<file path="src/rtl/itmr_pkg.sv">
package itmr_pkg;
  localparam int CNT_W  = 16;
  localparam int CTRL_W = 8;

  localparam logic [1:0] ADDR_LO   = 2'd0;
  localparam logic [1:0] ADDR_HI   = 2'd1;
  localparam logic [1:0] ADDR_CTRL = 2'd2;

  localparam int B_START = 0;
  localparam int B_PORT  = 1;
  localparam int B_TGL   = 2;
  localparam int B_ONE   = 3;
  localparam int B_LOAD  = 4;
  localparam int B_SRC0  = 5;
  localparam int B_SRC1  = 6;

  typedef enum logic [2:0] {
    ST_STOP,
    ST_WAIT,
    ST_LD_STOP,
    ST_LD_CNT,
    ST_LD_WAIT,
    ST_CNT,
    ST_CNT_STOP
  } seq_e;
endpackage

</file>
<file path="src/rtl/itmr_regs.sv">
module itmr_regs
  import itmr_pkg::*;
(
  input  logic              clk_i,
  input  logic              rst_ni,
  input  logic              tick_i,
  input  logic              wr_en_i,
  input  logic [1:0]        wr_addr_i,
  input  logic [7:0]        wr_data_i,
  input  logic [CTRL_W-1:0] upd_i,
  input  logic              os_clr_i,
  output logic [CNT_W-1:0]  latch_nxt_o,
  output logic              hi_wr_o,
  output logic [CTRL_W-1:0] ctrl_o,
  output logic              pend_o,
  output logic [CTRL_W-1:0] pend_val_o
);
  logic [CNT_W-1:0]  latch_q;
  logic [CTRL_W-1:0] ctrl_q, pend_val_q;
  logic              pend_q;
  logic              wr_lo, wr_hi, wr_ctrl;

  assign wr_lo   = tick_i & wr_en_i & (wr_addr_i == ADDR_LO);
  assign wr_hi   = tick_i & wr_en_i & (wr_addr_i == ADDR_HI);
  assign wr_ctrl = tick_i & wr_en_i & (wr_addr_i == ADDR_CTRL);

  always_comb begin
    latch_nxt_o = latch_q;
    if (wr_lo) latch_nxt_o[7:0] = wr_data_i;
    if (wr_hi) latch_nxt_o[CNT_W-1:8] = wr_data_i;
  end

  always_ff @(posedge clk_i or negedge rst_ni) begin
    if (!rst_ni) begin
      latch_q    <= CNT_W'(1);
      ctrl_q     <= '0;
      pend_q     <= 1'b0;
      pend_val_q <= '0;
    end else if (tick_i) begin
      latch_q <= latch_nxt_o;
      pend_q  <= wr_ctrl;
      if (wr_ctrl) pend_val_q <= wr_data_i;
      // pending byte is consumed on the cycle after the write
      if (pend_q)        ctrl_q <= upd_i;
      else if (os_clr_i) ctrl_q[B_START] <= 1'b0;
    end
  end

  assign hi_wr_o    = wr_hi;
  assign ctrl_o     = ctrl_q;
  assign pend_o     = pend_q;
  assign pend_val_o = pend_val_q;


  ctrl_delay_chk: assert property (@(posedge clk_i) disable iff (!rst_ni)
    (tick_i && wr_ctrl && !pend_q) |=> ((ctrl_q | 8'h01) == ($past(ctrl_q) | 8'h01)));

  oneshot_stop_chk: assert property (@(posedge clk_i) disable iff (!rst_ni)
    (tick_i && os_clr_i) |=> !ctrl_q[B_START]);
endmodule

</file>
<file path="src/rtl/itmr_core.sv">
module itmr_core
  import itmr_pkg::*;
#(
  parameter bit CASCADE_EN = 1'b1
) (
  input  logic              clk_i,
  input  logic              rst_ni,
  input  logic              tick_i,
  input  logic              ext_cnt_i,
  input  logic              cascade_i,
  input  logic [CNT_W-1:0]  latch_nxt_i,
  input  logic              hi_wr_i,
  input  logic [CTRL_W-1:0] ctrl_i,
  input  logic              pend_i,
  input  logic [CTRL_W-1:0] pend_val_i,
  output logic [CNT_W-1:0]  count_o,
  output logic [CTRL_W-1:0] ctrl_upd_o,
  output logic              os_clr_o,
  output logic              ev_int_o,
  output logic              ev_uf_o,
  output logic              tgl_o
);
  seq_e             st_q, st_n;
  logic [CNT_W-1:0] cnt_q, cnt_n;
  logic             tgl_q, tgl_n;
  logic             src_hit, do_cnt;
  logic [CTRL_W-1:0] nv;

  if (CASCADE_EN) begin : g_src_casc
    always_comb begin
      unique case (ctrl_i[B_SRC1:B_SRC0])
        2'b00:   src_hit = 1'b1;
        2'b01:   src_hit = ext_cnt_i;
        2'b10:   src_hit = cascade_i;
        default: src_hit = cascade_i & ext_cnt_i;
      endcase
    end
  end else begin : g_src_pin
    assign src_hit = ctrl_i[B_SRC0] ? ext_cnt_i : 1'b1;
  end

  always_comb begin
    st_n     = st_q;
    tgl_n    = tgl_q;
    cnt_n    = (hi_wr_i && !ctrl_i[B_START]) ? latch_nxt_i : cnt_q;
    ev_int_o = 1'b0;
    ev_uf_o  = 1'b0;
    os_clr_o = 1'b0;
    do_cnt   = 1'b0;

    unique case (st_q)
      ST_WAIT:     st_n = ST_CNT;
      ST_LD_STOP:  begin st_n = ST_STOP; cnt_n = latch_nxt_i; end
      ST_LD_CNT:   begin st_n = ST_CNT;  cnt_n = latch_nxt_i; end
      ST_LD_WAIT: begin
        st_n = ST_WAIT;
        if (cnt_n == CNT_W'(1)) ev_int_o = 1'b1;
        else                    cnt_n = latch_nxt_i;
      end
      ST_CNT:      do_cnt = 1'b1;
      ST_CNT_STOP: begin st_n = ST_STOP; do_cnt = 1'b1; end
      default: ;
    endcase

    if (do_cnt && src_hit) begin
      if (cnt_n <= CNT_W'(1)) begin
        ev_uf_o = 1'b1;
        cnt_n   = '0;
        if (st_q == ST_CNT) ev_int_o = 1'b1;
      end else begin
        cnt_n = cnt_n - CNT_W'(1);
      end
    end

    if (ev_int_o) begin
      cnt_n = latch_nxt_i;
      tgl_n = ~tgl_q;
      if (ctrl_i[B_ONE]) begin
        os_clr_o = 1'b1;
        st_n     = ST_LD_STOP;
      end else begin
        st_n = ST_LD_CNT;
      end
    end

    // delayed control byte, applied after the counting step
    nv = pend_val_i;
    if (os_clr_o) nv[B_START] = 1'b0;
    if (pend_i) begin
      unique case (st_n)
        ST_STOP, ST_LD_STOP: begin
          if (nv[B_START]) begin
            tgl_n = 1'b1;
            st_n  = nv[B_LOAD] ? ST_LD_WAIT : ST_WAIT;
          end else if (nv[B_LOAD]) begin
            st_n = ST_LD_STOP;
          end
        end
        ST_CNT: begin
          if (nv[B_START]) begin
            if (nv[B_LOAD]) st_n = ST_LD_WAIT;
          end else begin
            st_n = nv[B_LOAD] ? ST_LD_STOP : ST_CNT_STOP;
          end
        end
        ST_LD_CNT, ST_WAIT: begin
          if (!nv[B_START])    st_n = ST_STOP;
          else if (nv[B_LOAD]) st_n = ST_LD_WAIT;
        end
        default: ;
      endcase
    end
    ctrl_upd_o         = nv;
    ctrl_upd_o[B_LOAD] = 1'b0;
  end

  always_ff @(posedge clk_i or negedge rst_ni) begin
    if (!rst_ni) begin
      st_q  <= ST_STOP;
      cnt_q <= '1;
      tgl_q <= 1'b0;
    end else if (tick_i) begin
      st_q  <= st_n;
      cnt_q <= cnt_n;
      tgl_q <= tgl_n;
    end
  end

  assign count_o = cnt_q;
  assign tgl_o   = tgl_q;


  tick_hold_chk: assert property (@(posedge clk_i) disable iff (!rst_ni)
    !tick_i |=> $stable(cnt_q));
endmodule

</file>
<file path="src/rtl/itmr_out.sv">
module itmr_out
  import itmr_pkg::*;
(
  input  logic              clk_i,
  input  logic              rst_ni,
  input  logic              tick_i,
  input  logic              ev_int_i,
  input  logic              ev_uf_i,
  input  logic              tgl_i,
  input  logic [CTRL_W-1:0] ctrl_i,
  output logic              irq_o,
  output logic              underflow_o,
  output logic              port_o,
  output logic              port_en_o
);
  logic irq_q, uf_q;

  always_ff @(posedge clk_i or negedge rst_ni) begin
    if (!rst_ni) begin
      irq_q <= 1'b0;
      uf_q  <= 1'b0;
    end else if (tick_i) begin
      irq_q <= ev_int_i;
      uf_q  <= ev_int_i | ev_uf_i;
    end
  end

  assign irq_o       = irq_q;
  assign underflow_o = uf_q;
  assign port_en_o   = ctrl_i[B_PORT];
  assign port_o      = ctrl_i[B_TGL] ? tgl_i : irq_q;


  irq_single_chk: assert property (@(posedge clk_i) disable iff (!rst_ni)
    (irq_q && tick_i) |=> !irq_q);

  irq_uf_chk: assert property (@(posedge clk_i) disable iff (!rst_ni)
    irq_q |-> uf_q);
endmodule

</file>
<file path="src/rtl/interval_timer.sv">
module interval_timer
  import itmr_pkg::*;
#(
  parameter bit CASCADE_EN = 1'b1
) (
  input  logic        clk_i,
  input  logic        rst_ni,
  input  logic        tick_i,
  input  logic        wr_en_i,
  input  logic [1:0]  wr_addr_i,
  input  logic [7:0]  wr_data_i,
  input  logic        ext_cnt_i,
  input  logic        cascade_i,
  output logic [15:0] count_o,
  output logic [7:0]  ctrl_o,
  output logic        underflow_o,
  output logic        irq_o,
  output logic        port_o,
  output logic        port_en_o
);
  logic [CNT_W-1:0]  latch_nxt;
  logic              hi_wr, pend, os_clr, ev_int, ev_uf, tgl;
  logic [CTRL_W-1:0] ctrl, pend_val, ctrl_upd;

  itmr_regs u_regs (
    .clk_i       (clk_i),
    .rst_ni      (rst_ni),
    .tick_i      (tick_i),
    .wr_en_i     (wr_en_i),
    .wr_addr_i   (wr_addr_i),
    .wr_data_i   (wr_data_i),
    .upd_i       (ctrl_upd),
    .os_clr_i    (os_clr),
    .latch_nxt_o (latch_nxt),
    .hi_wr_o     (hi_wr),
    .ctrl_o      (ctrl),
    .pend_o      (pend),
    .pend_val_o  (pend_val)
  );

  itmr_core #(.CASCADE_EN(CASCADE_EN)) u_core (
    .clk_i       (clk_i),
    .rst_ni      (rst_ni),
    .tick_i      (tick_i),
    .ext_cnt_i   (ext_cnt_i),
    .cascade_i   (cascade_i),
    .latch_nxt_i (latch_nxt),
    .hi_wr_i     (hi_wr),
    .ctrl_i      (ctrl),
    .pend_i      (pend),
    .pend_val_i  (pend_val),
    .count_o     (count_o),
    .ctrl_upd_o  (ctrl_upd),
    .os_clr_o    (os_clr),
    .ev_int_o    (ev_int),
    .ev_uf_o     (ev_uf),
    .tgl_o       (tgl)
  );

  itmr_out u_out (
    .clk_i       (clk_i),
    .rst_ni      (rst_ni),
    .tick_i      (tick_i),
    .ev_int_i    (ev_int),
    .ev_uf_i     (ev_uf),
    .tgl_i       (tgl),
    .ctrl_i      (ctrl),
    .irq_o       (irq_o),
    .underflow_o (underflow_o),
    .port_o      (port_o),
    .port_en_o   (port_en_o)
  );

  assign ctrl_o = ctrl;
endmodule

</file>
<file path="config.mk">
export PLATFORM = sky130hd
export DESIGN_NAME = interval_timer
export DESIGN_NICKNAME = d
export VERILOG_FILES = /design/src/rtl/itmr_pkg.sv /design/src/rtl/itmr_regs.sv /design/src/rtl/itmr_core.sv /design/src/rtl/itmr_out.sv /design/src/rtl/interval_timer.sv
export SDC_FILE = /design/constraint.sdc
export NUM_CORES = 1
export LEC_CHECK = 0
export BUFFER_PORTS_ARGS = -buffer_cell sky130_fd_sc_hd__buf_2
export CAP_MARGIN = 20
export CORE_UTILIZATION = 39
export CTS_CLUSTER_SIZE = 28
export DETAILED_ROUTE_END_ITERATION = 10
export PLACE_DENSITY = 0.66
export SLEW_MARGIN = 10
export SYNTH_ARGS = -nofsm -noshare
export SYNTH_HDL_FRONTEND = slang
export SYNTH_HIERARCHICAL = 1
export SYNTH_SLANG_ARGS = --single-unit
</file>
<file path="constraint.sdc">
create_clock -name clk_i -period 3.9 [get_ports clk_i]
set_input_delay 0.585 -clock clk_i [delete_from_list [all_inputs] [get_ports clk_i]]
set_output_delay 0.585 -clock clk_i [all_outputs]
set_load 0.02 [all_outputs]
</file>
### Yosys cells after proc, flatten, opt, wreduce, memory -nomap -nowiden

Index checks and enable logic that the tools add are counted.

* register bits after elaboration: 54
* input bits: 16
* output and inout bits: 28

* $add $sub $neg: 1
* magnitude comparators: 1
* eq/ne operators: 15
* multiplexer cells: 39
* bitwise operators: 7
* reduce and logical (&&, ||, !) cells: 16

Operators with widths (number)
* 2-to-1 mux 16 bit: 5
* case mux 16 bit (2 select lines): 1
* 2-to-1 mux 3 bit: 9
* 2-to-1 mux 1 bit: 19
* case mux 3 bit (3 select lines): 2
* == test 16 x 1 -> 1 bit (second input constant): 1
* <= comparator 16 x 1 -> 1 bit (second input constant): 1
* 2-to-1 mux 8 bit: 2
* subtractor 16 x 1 -> 16 bit (second input constant): 1
* == test 3 x 2 -> 1 bit (second input constant): 4
* == test 3 bit (second input constant): 4
* OR reduction 2 bit: 6
* == test 3 x 1 -> 1 bit (second input constant): 2
* AND reduction 2 bit: 3
* bitwise AND 1 bit: 5
* == test 2 x 1 -> 1 bit (second input constant): 2
* == test 2 bit (second input constant): 2
* zero test 2 bit: 2
* zero test 3 bit: 1
* case mux 1 bit (3 select lines): 1
* logical AND 1 bit: 2
* nonzero test 2 bit: 1
* zero test 1 bit: 1
* inverter 1 bit: 1
* OR 1 bit: 1

### Depth between registers and ports, before layout

Gate-level depths: netlist of the first run.

* depth in word-level cells: 15
* mapped depth: 19
* gate-level depth less buffers: 15

### By module

The synthesis of the first run kept the hierarchy.

Modules (own cells, without submodules)
* itmr_core: times used 1, cells an instance 292, area an instance 2307.2 sq um, sequential area each 520.5 sq um
* itmr_regs: times used 1, cells an instance 93, area an instance 1524.0 sq um, sequential area each 827.0 sq um
* itmr_out: times used 1, cells an instance 8, area an instance 96.3 sq um, sequential area each 50.0 sq um

### Worst setup path after synthesis of the first run

No wires, ideal clock.

* path kind: input port to flip-flop
* start: in tick_i
* end: reg u_core.st_q[2]
* library setup time: 0.125 ns
* data arrival time: 4.039 ns
* required time: 3.775 ns
* slack: -0.264 ns
* cell stages on the path: 17
* cell sequence: buf_6 -> nand4b_4 -> buf_2 -> inv_1 -> nor2b_1 -> or3_1 -> buf_2 -> o21ai_1 -> mux2i_1 -> ha_1 -> clkbuf_1 -> nor2_1 -> a2111oi_0 -> o211ai_2 -> o211ai_2 -> a31oi_1 -> mux2_2

* word-level cells in the longest chain between the ends: 15
* elaborated cells between the ends (all ways): 33

Ends and longest elaborated chain
* start, declared: line interval_timer.sv:8 `input logic tick_i,`
* bitwise AND 1 bit (*) (2 in a row): line itmr_regs.sv:24 `assign wr_hi = tick_i & wr_en_i & (wr_addr_i == ADDR_HI);`
* named net hi_wr: line interval_timer.sv:22 `logic hi_wr, pend, os_clr, ev_int, ev_uf, tgl;`
* 2-to-1 mux 8 bit or logical AND 1 bit (tied branches): line itmr_regs.sv:30, itmr_core.sv:45
* 2-to-1 mux 16 bit: line itmr_core.sv:45 `cnt_n = (hi_wr_i && !ctrl_i[B_START]) ? latch_nxt_i : cnt_q;`
* == test 16 x 1 -> 1 bit: line itmr_core.sv:57 `if (cnt_n == CNT_W'(1)) ev_int_o = 1'b1;`
* 2-to-1 mux 16 bit or 2-to-1 mux 1 bit (tied branches): line itmr_core.sv:57
* case mux 16 bit (2 select lines) or 2-to-1 mux 1 bit (tied branches): line itmr_core.sv:51 `unique case (st_q)`
* <= comparator 16 x 1 -> 1 bit or 2-to-1 mux 1 bit (tied branches): line itmr_core.sv:66, itmr_core.sv:69
* 2-to-1 mux 1 bit: line itmr_core.sv:66 `if (cnt_n <= CNT_W'(1)) begin`
* 2-to-1 mux 1 bit (*): line itmr_core.sv:65 `if (do_cnt && src_hit) begin`
* 2-to-1 mux 3 bit or 2-to-1 mux 1 bit (tied branches): line itmr_core.sv:75 `if (ev_int_o) begin`
* == test 3 x 2 -> 1 bit (tied with other cells): line itmr_core.sv:90 `unique case (st_n)`
* OR reduction 2 bit (tied with other cells): line itmr_core.sv:90
* case mux 3 bit (3 select lines): line itmr_core.sv:90
* 2-to-1 mux 3 bit (*): line itmr_core.sv:89 `if (pend_i) begin`
* end signal, assigned: line itmr_core.sv:123 `st_q <= st_n;`
* end, declared: line itmr_core.sv:23 `seq_e st_q, st_n;`

The timed path passes the listed nets; every way through them passes the cells marked *.
A chain may end at the register's enable or synchronous reset.

### Final worst setup path of the first run

* start: reg u_core.st_q[2]
* end: reg u_core.cnt_q[14], in the netlist u_core/count_o[14]

* word-level cells in the longest chain between the ends: 7
* elaborated cells between the ends (all ways): 19

Ends and longest elaborated chain
* == test 3 x 2 -> 1 bit: line itmr_core.sv:51
* OR reduction 2 bit (no source line)
* case mux 16 bit (2 select lines): line itmr_core.sv:51
* subtractor 16 x 1 -> 16 bit or <= comparator 16 x 1 -> 1 bit (tied branches): line itmr_core.sv:71, itmr_core.sv:66
* 2-to-1 mux 16 bit or 2-to-1 mux 1 bit (tied branches): line itmr_core.sv:66
* 2-to-1 mux 16 bit or 2-to-1 mux 1 bit (tied branches): line itmr_core.sv:65
* 2-to-1 mux 16 bit (*): line itmr_core.sv:75
* end signal, assigned: line itmr_core.sv:124 `cnt_q <= cnt_n;`
* end, declared: line itmr_core.sv:24 `logic [CNT_W-1:0] cnt_q, cnt_n;`

Every way passes the cells marked *; elsewhere a longest branch is shown, timed or not.

==> run summary, run 1 <==
Status -> completed
P&R area growth vs syn -> 11.76%
Synthesized flop and latch total -> 55
Number of max-cap violations -> 0
Synthesized Nets -> 411
WS Path Type -> register to register
Nets@finish -> 452
Most common cell after layout, fill and taps aside -> buf_2
CP cell instances -> nor3b_2 -> or3_1 -> o21ai_2 -> mux2i_2 -> inv_1 -> ha_1 -> nor2_1 -> and3b_1 -> o2111a_1 -> o211ai_2 -> a21boi_4 -> nand2_1 -> o21ai_1
Die area -> 10480 um2
Netlist cell types -> 73
Worst R2R Start -> u_core/st_q[2]
ANT cells -> 0
Placed Cells -> 558
CP peak stage delay -> 0.59 ns
Worst slew pin tran -> 0.5777 ns
Maximum VDD drop -> 0.2704 mV
Cell family with most CP delay -> simple AND/OR/NAND/NOR gates
Hpwl dp -> 7.291 mm
GRT Overall Usage -> 0.1997
Post-CTS Hold Buffers -> 0
Largest family of logic cells by synthesized area -> simple AND/OR/NAND/NOR gates
Cell Count, Final, Fillers Out -> 568
PortBufs -> 43
Wire per inst -> 17.69 um
Post-synthesis compound-gate area fraction -> 0.1542
First-pass GRT wire length -> 16.10 mm
Core area -> 9774 um2
RD Place Congestion -> 0.9257
Vias/cell -> 5.785
CTS Buf Count -> 5
Die Height -> 102.4 um
Setup Skew -> 0.01009 ns
Mux cell area share after synthesis -> 0.1825
Initial core utilization -> 0.4018
I/O pins -> 44
Final Hold Fails -> 0
Worst relative slew slack -> 0.6132
CP endpoint kind -> register
Final WL -> 10.05 mm
Pwr Density -> 608.3 nW/um2
Vias -> 3286
TritonCTS clock tree -> done
Startpoint types -> register
Largest net degree at the start of global routing -> 43
CP max-delay cell -> dfrtp_1
XOR/XNOR Fraction of Synth Area -> 0.03791
Max FO, Critical Path -> 11
Synth Instances -> 393
FF-to-FF setup slack -> 0.24 ns
CTS sink count -> 55
Fillcell total -> 945
Antenna-violating nets left -> 0
Final setup fails -> 0
Final Util -> 0.4491
Yosys Warn Count -> 6
Top_reg_cell synth -> dfrtp_1
RSZ-0062 raised after global routing -> no
Vias in the first global route -> 3066
Remaining global-route overflow -> 0
EDFF count, synth -> 0
# DRC -> 0
Initial antenna violation count -> 0
Slew Viols, Final -> 0
Worst skew pair latency -> 0.33 ns
Tot Pwr -> 2.670 mW
First drt pass iteration count -> 5
Adder-Cell Fraction of Synth Area -> 0.006371
Worst-path clk slew -> 0.11 ns
Synth Area in Simple Gates -> 0.2026
Starting DRT DRC Count -> 329
Clock tree buffer depth -> 2
Reg2reg path depth -> 13
Site row count -> 36
Syn avg cell area -> 9.994 um2
Final worst-path cycle share -> 0.9385
FF-to-FF End -> u_core/count_o[14]
WHS -> 0.2021 ns
Fin Setup TNS -> 0 ns
Part of the Yosys area used for sequential elements -> 0.3558
Data arrival, critical path -> 3.91 ns
CTS H-Tree Depth -> 2
Share of cells above drive strength 1 -> 0.3701
CTS root buffer -> clkbuf_8
Syn Std Cell Area -> 3928 um2
Most frequent cells in the layout -> buf_2, mux2_2, dfrtp_1
P_leak -> 1.805 nW
Critical Path RT -> 4.15 ns
Worst Path Buf+Inv -> 1
Ys async rst share -> 1.000
Die Width -> 102.4 um
HP Class -> input port to asynchronous set/reset pin
Fin crit period -> 3.660 ns
Fmax -> 273.2 MHz
==> sequential cells by signal (all words and copies together) (netlist names) <==
signal / cells
u_regs/pend_o: 1
u_core/st_q: 3
u_regs/pend_val_o: 8
u_out/underflow_o: 1
u_regs/latch_q: 16
u_out/irq_o: 1
u_core/tgl_o: 1
u_regs/ctrl_o: 8
u_core/count_o: 16
==> report_power, final <==
group          internal [mW]  switching [mW]  total (mW)
logic                  0.532           0.746        1.28
registers              0.810           0.235        1.05
clock network          0.131           0.216       0.347
==> worst max path at each step <==
stage | endpoint | cells past startpoint | from
finish | u_core/count_o[14] | 13 | u_core/st_q[2]
global route | u_core/count_o[14] | 13 | u_core/count_o[0]
CTS | u_core/count_o[14] | 13 | u_core/count_o[8]
detailed placement | u_core/count_o[14] | 16 | tick_i
global placement | u_core/count_o[13] | 16 | tick_i
floorplan | u_core/st_q[2] | 17 | tick_i
==> cell families after synthesis <==
group	count (synthesis)
AO/OA/AOI/OAI	82
XOR/XNOR	17
adder cells (fa/ha/maj)	2
buffers and inverters	39
flip-flops	55
multiplexers	61
other	1
AND/OR/NAND/NOR	136
==> cells in the mapped netlist, types with 3 or more instances <==
master / instances / area (um2)
nor3_1: 6 / 30.03
o21ai_0: 7 / 35.03
buf_2: 6 / 30.03
mux2_2: 41 / 461.7
mux2i_1: 9 / 90.09
nand2_1: 25 / 93.84
nor2b_1: 7 / 43.79
and3_1: 3 / 18.77
nand2b_1: 7 / 43.79
nand4b_1: 4 / 35.03
nor2_1: 30 / 112.6
o211ai_1: 5 / 37.54
dfrtp_1: 38 / 950.9
clkbuf_1: 8 / 30.03
dfstp_2: 17 / 446.7
buf_4: 9 / 67.56
a21oi_1: 13 / 65.06
xnor2_1: 9 / 78.83
a22oi_1: 3 / 22.52
a31oi_1: 15 / 93.84
nor4_1: 5 / 31.28
a221oi_1: 5 / 43.79
nand4_1: 10 / 62.56
nand3_1: 13 / 65.06
o21ai_1: 6 / 30.03
a211oi_1: 4 / 30.03
xor2_1: 8 / 70.07
mux2_4: 11 / 165.2
or3_1: 3 / 18.77
and2_1: 4 / 25.02
buf_6: 4 / 45.04
inv_1: 10 / 37.54
==> final cells by class <==
| type | count | area (um2) | share of cell area |
|---|---|---|---|
| well taps | 133 | 166.4 | 0.03791 |
| inverters | 10 | 37.54 | 0.008552 |
| repair buffers | 63 | 377.9 | 0.08609 |
| multi-input cells | 299 | 2318 | 0.5282 |
| flip-flops and latches | 55 | 1398 | 0.3184 |
| clock inverters | 3 | 22.52 | 0.005131 |
| clock buffers | 5 | 68.82 | 0.01568 |
==> metal layers <==
metal | track usage | vias up | wire (um)
met5 | 0 | - | 0
met4 | 0.05604 | 0 | 169
met3 | 0.04036 | 16 | 681
li1 | - | 1546 | -
met2 | 0.3118 | 138 | 4604
met1 | 0.2801 | 1586 | 4592
==> metrics by stage <==
step	instance area [um2]	worst slack (ns)
final	4389	0.2400
after global placement	4274	0.1880
after floorplan	3944	0.01938
after global routing	4389	0.06350
after CTS	4365	0.1262
after detailed placement	4274	0.05614
==> what timing repair did <==
action	CTS	global route
buffers inserted	0	2
resized for setup	0	1
setup endpoints to repair	0	7
No activity file was read; power rests on OpenSTA's default activity.
==> run 2, diff against run 1 <==
SYNTH_HIERARCHICAL = default   (was 1)
==> run summary, run 2 <==
Reg2reg path depth -> 12 (was 13)
Largest net degree at the start of global routing -> 55 (was 43)
Top-area cell type share of the netlist area -> 0.2547 (was 0.2421)
Die Height -> 98.54 um (was 102.4 um)
CTS H-Tree Depth -> 2 (unchanged)
Worst R2R Start -> u_core.st_q[1] (was u_core/st_q[2])
Slew Viols, Final -> 0 (unchanged)
Syn Std Cell Area -> 3635 um2 (was 3928 um2)
I/O pins -> 44 (unchanged)
Initial antenna violation count -> 0 (unchanged)
PortBufs -> 42 (was 43)
Dominant cell type by area after synthesis -> dfrtp_1 (unchanged)
Die Width -> 98.54 um (was 102.4 um)
Final setup fails -> 22 (was 0)
CTS sink count -> 54 (was 55)
Worst slew pin tran -> 0.6979 ns (was 0.5777 ns)
Fillcell total -> 803 (was 945)
Die area -> 9710 um2 (was 10480 um2)
Vias -> 3623 (was 3286)
Ys async rst share -> 1.000 (unchanged)
EDFF count, synth -> 0 (unchanged)
Syn avg cell area -> 9.133 um2 (was 9.994 um2)
Status -> finished with violations (was completed)
Yosys Warn Count -> 0 (was 6)
First-pass GRT wire length -> 19.27 mm (was 16.10 mm)
CP endpoint kind -> register (unchanged)
Starting DRT DRC Count -> 413 (was 329)
Startpoint types -> input port (was register)
Wire per inst -> 20.06 um (was 17.69 um)
Share of cells above drive strength 1 -> 0.3935 (was 0.3701)
Fin crit period -> 4.082 ns (was 3.660 ns)
Vias/cell -> 6.028 (was 5.785)
GRT Overall Usage -> 0.2531 (was 0.1997)
Final worst-path cycle share -> 1.047 (was 0.9385)
Antenna-violating nets left -> 0 (unchanged)
Most frequent cells in the layout -> buf_4, nand2_1, buf_2 (was buf_2, mux2_2, dfrtp_1)
Hpwl dp -> 8.462 mm (was 7.291 mm)
Fmax -> 245.0 MHz (was 273.2 MHz)
Dpl cell area -> 4283 um2 (was 4274 um2)
Worst relative slew slack -> 0.5348 (was 0.6132)
Top_reg_cell synth -> dfrtp_1 (unchanged)
CTS root buffer -> clkbuf_8 (unchanged)
WHS -> 0.3952 ns (was 0.2021 ns)
Netlist cell types -> 75 (was 73)
Synthesized flop and latch total -> 54 (was 55)
Top post-synthesis cells by area -> dfrtp_1, dfstp_2, mux2_2 (was dfrtp_1, mux2_2, dfstp_2)
Clock tree buffer depth -> 2 (unchanged)
Synthesized Nets -> 416 (was 411)
P_leak -> 2.063 nW (was 1.805 nW)
Core area -> 8891 um2 (was 9774 um2)
Tot Pwr -> 3.037 mW (was 2.670 mW)
Synth Instances -> 398 (was 393)
Vias in the first global route -> 3640 (was 3066)
Max FO, Critical Path -> 7 (was 11)
Nets@finish -> 510 (was 452)
Maximum VDD drop -> 0.2655 mV (was 0.2704 mV)
Worst skew pair latency -> 0.31 ns (was 0.33 ns)
Final Hold Fails -> 0 (unchanged)
WS Path Type -> input port to register (was register to register)
Number of max-cap violations -> 0 (unchanged)
ANT cells -> 0 (unchanged)
Remaining global-route overflow -> 0 (unchanged)
Initial core utilization -> 0.4088 (was 0.4018)
P&R area growth vs syn -> 28.40% (was 11.76%)
Final WL -> 12.05 mm (was 10.05 mm)
Most frequent cell after synthesis -> nand2_1 (was mux2_2)
Fin Setup TNS -> -2.879 ns (was 0 ns)
FF-to-FF End -> u_core.count_o[10] (was u_core/count_o[14])
HP Class -> input port to asynchronous set/reset pin (unchanged)
Design area -> 4667 um2 (was 4389 um2)
RSZ-0062 raised after global routing -> yes (was no)
Post-CTS Hold Buffers -> 0 (unchanged)
Setup Skew -> 0.006426 ns (was 0.01009 ns)
FF-to-FF setup slack -> -0.02 ns (was 0.24 ns)
Most common cell after layout, fill and taps aside -> buf_4 (was buf_2)
Site row count -> 34 (was 36)
Post-route setup slack -> -0.1822 ns (was 0.2400 ns)
Part of the Yosys area used for sequential elements -> 0.3776 (was 0.3558)
Pwr Density -> 650.8 nW/um2 (was 608.3 nW/um2)
Setup Slack @ Placement -> -0.4420 ns (was 0.05614 ns)
Violated checks -> design-rule violations, negative setup slack
Critical Path RT -> 4.14 ns (was 4.15 ns)
Data arrival, critical path -> 4.32 ns (was 3.91 ns)
CTS Buf Count -> 5 (unchanged)
First drt pass iteration count -> 8 (was 5)
Worst-path clk slew -> 0.10 ns (was 0.11 ns)
TritonCTS clock tree -> done (unchanged)
Most frequent cells after synthesis -> nand2_1, dfrtp_1, nor2_1, inv_1, o21ai_0 (was mux2_2, dfrtp_1, nor2_1, nand2_1, dfstp_2)
# DRC -> 4 (was 0)
RD Place Congestion -> 0.9393 (was 0.9257)
## run 2: changes by cell type after synthesis, moves of 8 or more
cell,before,now
mux2i_1,9,19
nand2_1,25,40
mux2_4,11,1
o21ai_0,7,22
nor3_1,6,14
a31oi_1,15,1
inv_1,10,22
mux2_2,41,19
## run 2: worst max-delay path, stage by stage
cell      delay (ns)
buf_6           0.09
or4_4           0.52
or4_4           0.51
o22ai_4         0.15
o211ai_1        0.18
mux2i_1         0.45
ha_4            0.22
nor2_4          0.03
or4_4           0.40
o41a_1          0.43
o21ai_4         0.32
inv_2           0.09
a221o_1         0.33
## run 2: how the worst max path moves through the flow
stage	from	end	slack, ns	cells after the start
after detailed placement	wr_data_i[1]	u_core.count_o[10]	-0.44	15
after floorplan	wr_data_i[1]	u_core.count_o[8]	-0.24	16
after CTS	wr_data_i[2]	u_core.count_o[8]	-0.02	15
after global placement	wr_data_i[1]	u_core.count_o[8]	-0.33	15
after global routing	wr_data_i[7]	u_core.count_o[10]	-0.24	13
final	wr_data_i[7]	u_core.count_o[10]	-0.18	13
## run 2: cells by family after synthesis
group / after synthesis / synth area share
and+or+nand+nor: 142 / 0.2014
AOI/OAI and AO/OA: 97 / 0.2014
DFF: 54 / 0.3776
buffers and inverters: 48 / 0.05886
muxes: 40 / 0.1191
xor gates and xnor gates: 14 / 0.03374
adders and majority gates: 2 / 0.006884
other: 1 / 0.001032
## run 2: layout make-up
cell class              count  area, um2  share of cell area
clock inverters             2      37.54            0.008043
well taps                 108      135.1             0.02895
clock buffers               6      72.57             0.01555
multi-input cells         296       2201              0.4716
inverters                  24      90.09             0.01930
repair buffers            111      758.2              0.1625
flip-flops and latches     54       1373              0.2941
## run 2: what timing repair did
action	CTS	global route
buffers inserted	14	7
pin swaps	4	20
resized for setup	2	24
endpoints found under the setup margin	18	21
## run 2: routing by layer
| layer | track usage | routed length (um) |
|---|---|---|
| met4 | 0.1045 | 358 |
| met5 | 0 | 0 |
| met1 | 0.3408 | 5077 |
| met2 | 0.4014 | 5689 |
| met3 | 0.04681 | 929 |
## run 2: stage by stage
stage          instances  utilization
2_1_floorplan        398            -
3_3_place_gp         573       0.4817
3_5_place_dp         573       0.4817
4_1_cts              595       0.5069
5_1_grt              601       0.5249
6_report             601       0.5249
## run 2: power by group
group / internal (mW) / switching, mW / leakage (nW) / total, mW
clock: 0.192 / 0.196 / 0.0514 / 0.388
combinational: 0.753 / 0.918 / 1.38 / 1.67
sequential: 0.779 / 0.200 / 0.629 / 0.978
==> run 3, diff against run 2 <==
ABC_AREA = 1   (was default)
==> run summary, run 3 <==
Site row count -> 34 (unchanged)
Initial antenna violation count -> 0 (unchanged)
Wire per inst -> 15.21 um (was 20.06 um)
Worst R2R Start -> u_regs.ctrl_o[0] (was u_core.st_q[1])
Worst slew pin tran -> 0.6908 ns (was 0.6979 ns)
Share of cells above drive strength 1 -> 0.2041 (was 0.3935)
HP Class -> input port to asynchronous set/reset pin (unchanged)
Top-area cell type share of the netlist area -> 0.2640 (was 0.2547)
Cell family with most CP delay -> simple AND/OR/NAND/NOR gates (unchanged)
Tot Pwr -> 2.389 mW (was 3.037 mW)
Most frequent cells after synthesis -> nand2_1, nand3_1, inv_1, dfrtp_1, nor2_1 (was nand2_1, dfrtp_1, nor2_1, inv_1, o21ai_0)
Top_reg_cell synth -> dfrtp_1 (unchanged)
Dominant cell type by area after synthesis -> dfrtp_1 (unchanged)
Max FO, Critical Path -> 12 (was 7)
Synthesized Nets -> 507 (was 416)
GRT Overall Usage -> 0.2160 (was 0.2531)
TritonCTS clock tree -> done (unchanged)
Maximum VDD drop -> 0.2507 mV (was 0.2655 mV)
RD Place Congestion -> 0.9365 (was 0.9393)
Clock tree buffer depth -> 2 (unchanged)
Setup Skew -> 0.009525 ns (was 0.006426 ns)
Vias/cell -> 5.307 (was 6.028)
Met3 usage -> 0.03540 (was 0.04681)
CTS root buffer -> clkbuf_8 (unchanged)
Hpwl dp -> 7.521 mm (was 8.462 mm)
PortBufs -> 42 (unchanged)
CTS Buf Count -> 5 (unchanged)
FF-to-FF End -> u_core.st_q[1] (was u_core.count_o[10])
Number of max-cap violations -> 0 (unchanged)
Busiest layer in global routing -> met2 (unchanged)
Initial core utilization -> 0.4022 (was 0.4088)
P_leak -> 2.005 nW (was 2.063 nW)
Most common cell after layout, fill and taps aside -> nand2_1 (was buf_4)
Core area -> 8721 um2 (was 8891 um2)
First-pass GRT wire length -> 16.14 mm (was 19.27 mm)
Syn avg cell area -> 7.172 um2 (was 9.133 um2)
Final Hold Fails -> 0 (unchanged)
Antenna-violating nets left -> 0 (unchanged)
Cell Count, Final, Fillers Out -> 642 (was 601)
Die Width -> 96.83 um (was 98.54 um)
CTS H-Tree Depth -> 2 (unchanged)
CP cell instances -> buf_2 -> nand2_1 -> clkinv_2 -> nand2_2 -> nand2_1 -> nand2_1 -> nand2_1 -> nand2_1 -> nand2_1 -> nor2_1 -> nand3_2 -> nand2_2 -> nand2_2 -> o21ai_2 -> ha_1 -> nor2_1 -> nor2_1 -> nand2_1 -> nor2_2 -> nand4_2 -> nand2_4 -> nand2_2 -> o21ai_0 -> a21oi_1 (was buf_6 -> or4_4 -> or4_4 -> o22ai_4 -> o211ai_1 -> mux2i_1 -> ha_4 -> nor2_4 -> or4_4 -> o41a_1 -> o21ai_4 -> inv_2 -> a221o_1)
Pwr Density -> 604.7 nW/um2 (was 650.8 nW/um2)
CTS sink count -> 54 (unchanged)
Fin Setup TNS -> 0 ns (was -2.879 ns)
Most frequent cell after synthesis -> nand2_1 (unchanged)
Synthesized flop and latch total -> 54 (unchanged)
# DRC -> 0 (was 4)
Critical Path RT -> 4.10 ns (was 4.14 ns)
WS Path Type -> input port to register (unchanged)
Met2 Use GR -> 0.3597 (was 0.4014)
Setup Slack @ Placement -> 0.1004 ns (was -0.4420 ns)
Vias -> 3407 (was 3623)
Post-CTS Hold Buffers -> 0 (unchanged)
Die Height -> 96.83 um (was 98.54 um)
Fillcell total -> 900 (was 803)
FF-to-FF setup slack -> 0.35 ns (was -0.02 ns)
CTS resizes -> 0 (was 2)
Worst skew pair latency -> 0.32 ns (was 0.31 ns)
Nets@finish -> 551 (was 510)
I/O pins -> 44 (unchanged)
CP endpoint kind -> register (unchanged)
Netlist cell types -> 38 (was 75)
Syn Std Cell Area -> 3507 um2 (was 3635 um2)
First drt pass iteration count -> 5 (was 8)
Reg2reg path depth -> 22 (was 12)
CP max-delay cell -> o21ai_2 (was or4_4)
EDFF count, synth -> 0 (unchanged)
P&R area growth vs syn -> 12.67% (was 28.40%)
Post-route setup slack -> 0.3431 ns (was -0.1822 ns)
Top post-synthesis cells by area -> dfrtp_1, nand2_1, dfstp_2 (was dfrtp_1, dfstp_2, mux2_2)
Worst-path clk slew -> 0.10 ns (about the same)
CP peak stage delay -> 0.25 ns (was 0.52 ns)
Worst Path Buf+Inv -> 2 (unchanged)
Die area -> 9376 um2 (was 9710 um2)
Part of the Yosys area used for sequential elements -> 0.3914 (was 0.3776)
Remaining global-route overflow -> 0 (unchanged)
Starting DRT DRC Count -> 230 (was 413)
GR Util met1 -> 0.2819 (was 0.3408)
Largest net degree at the start of global routing -> 32 (was 55)
Fmax -> 281.1 MHz (was 245.0 MHz)
Final worst-path cycle share -> 0.9120 (was 1.047)
Data arrival, critical path -> 3.76 ns (was 4.32 ns)
ANT cells -> 0 (unchanged)
Synth Instances -> 489 (was 398)
Yosys Warn Count -> 0 (unchanged)
Vias in the first global route -> 3237 (was 3640)
Status -> completed (was finished with violations)
Final WL -> 9.766 mm (was 12.05 mm)
Placed Cells -> 634 (was 573)
Slew Viols, Final -> 0 (unchanged)
Crit-path most repeated cell -> nand2_1 (was or4_4)
Ys async rst share -> 1.000 (unchanged)
Most frequent cells in the layout -> nand2_1, nand3_1, inv_1 (was buf_4, nand2_1, buf_2)
Worst relative slew slack -> 0.5378 (was 0.5348)
Post-CTS Setup Inserts -> 0 (was 14)
Startpoint types -> input port (unchanged)
Final setup fails -> 0 (was 22)
RSZ-0062 raised after global routing -> no (was yes)
Fin crit period -> 3.557 ns (was 4.082 ns)
run 3: power breakdown:
part	internal [mW]	switching [mW]
combinational	0.374	0.757
clock	0.211	0.193
sequential	0.757	0.0967
total	1.34	1.05
run 3: per-layer routing:
metal / up-vias / part of all wire
met3: 19 / 0.058
met2: 121 / 0.48
met4: 0 / 0.025
met5: - / 0
met1: 1603 / 0.44
li1: 1664 / -
run 3: cells by family (layout without fill, tap and decap cells):
logic type	Yosys count	in the layout	share of synthesized area
buffers and inverters	73	118	0.08812
XOR/XNOR	15	15	0.03746
adder cells (fa/ha/maj)	2	2	0.007134
AND/OR/NAND/NOR	289	289	0.3742
other	1	1	0.001069
flip-flops	54	54	0.3914
multiplexers	4	4	0.01284
AO/OA/AOI/OAI	51	51	0.08776
run 3: how the worst max path moves through the flow:
stage	from	end	slack (ns)	cells past startpoint
after floorplan	tick_i	u_core.st_q[1]	0.72	27
after global placement	tick_i	u_core.st_q[1]	0.17	24
after detailed placement	tick_i	u_core.st_q[1]	0.10	24
after CTS	tick_i	u_core.st_q[1]	0.40	24
after global routing	u_regs.ctrl_o[0]	u_core.count_o[1]	0.004	23
final	tick_i	u_core.st_q[1]	0.34	24
run 3: worst register-to-register path, delay by kind of cell (launching register included):
kind                     cells  cell delay (ns)
AO/OA/AOI/OAI                3             0.51
adder cells (fa/ha/maj)      1             0.20
buffers and inverters        2             0.42
flip-flops                   1             0.40
AND/OR/NAND/NOR             16             1.89
run 3: area by class of cell:
cell class                      instances  area [um2]  area share
Tap cell                              108       135.1     0.03420
Clock buffer                            6       82.58     0.02090
Timing Repair Buffer                   50       270.3     0.06840
Sequential cell                        54        1373      0.3474
Clock inverter                          2       38.79    0.009816
Inverter                               60       226.5     0.05731
Multi-Input combinational cell        362        1826      0.4620
run 3: through the flow:
stage,cell area [um2],hold slack [ns],utilization
final,3951,0.2376,0.4531
after floorplan,3507,0.2894,-
after global routing,3951,0.2763,0.4531
after global placement,3830,0.4663,0.4392
after CTS,3951,0.2588,0.4531
after detailed placement,3830,0.4709,0.4392
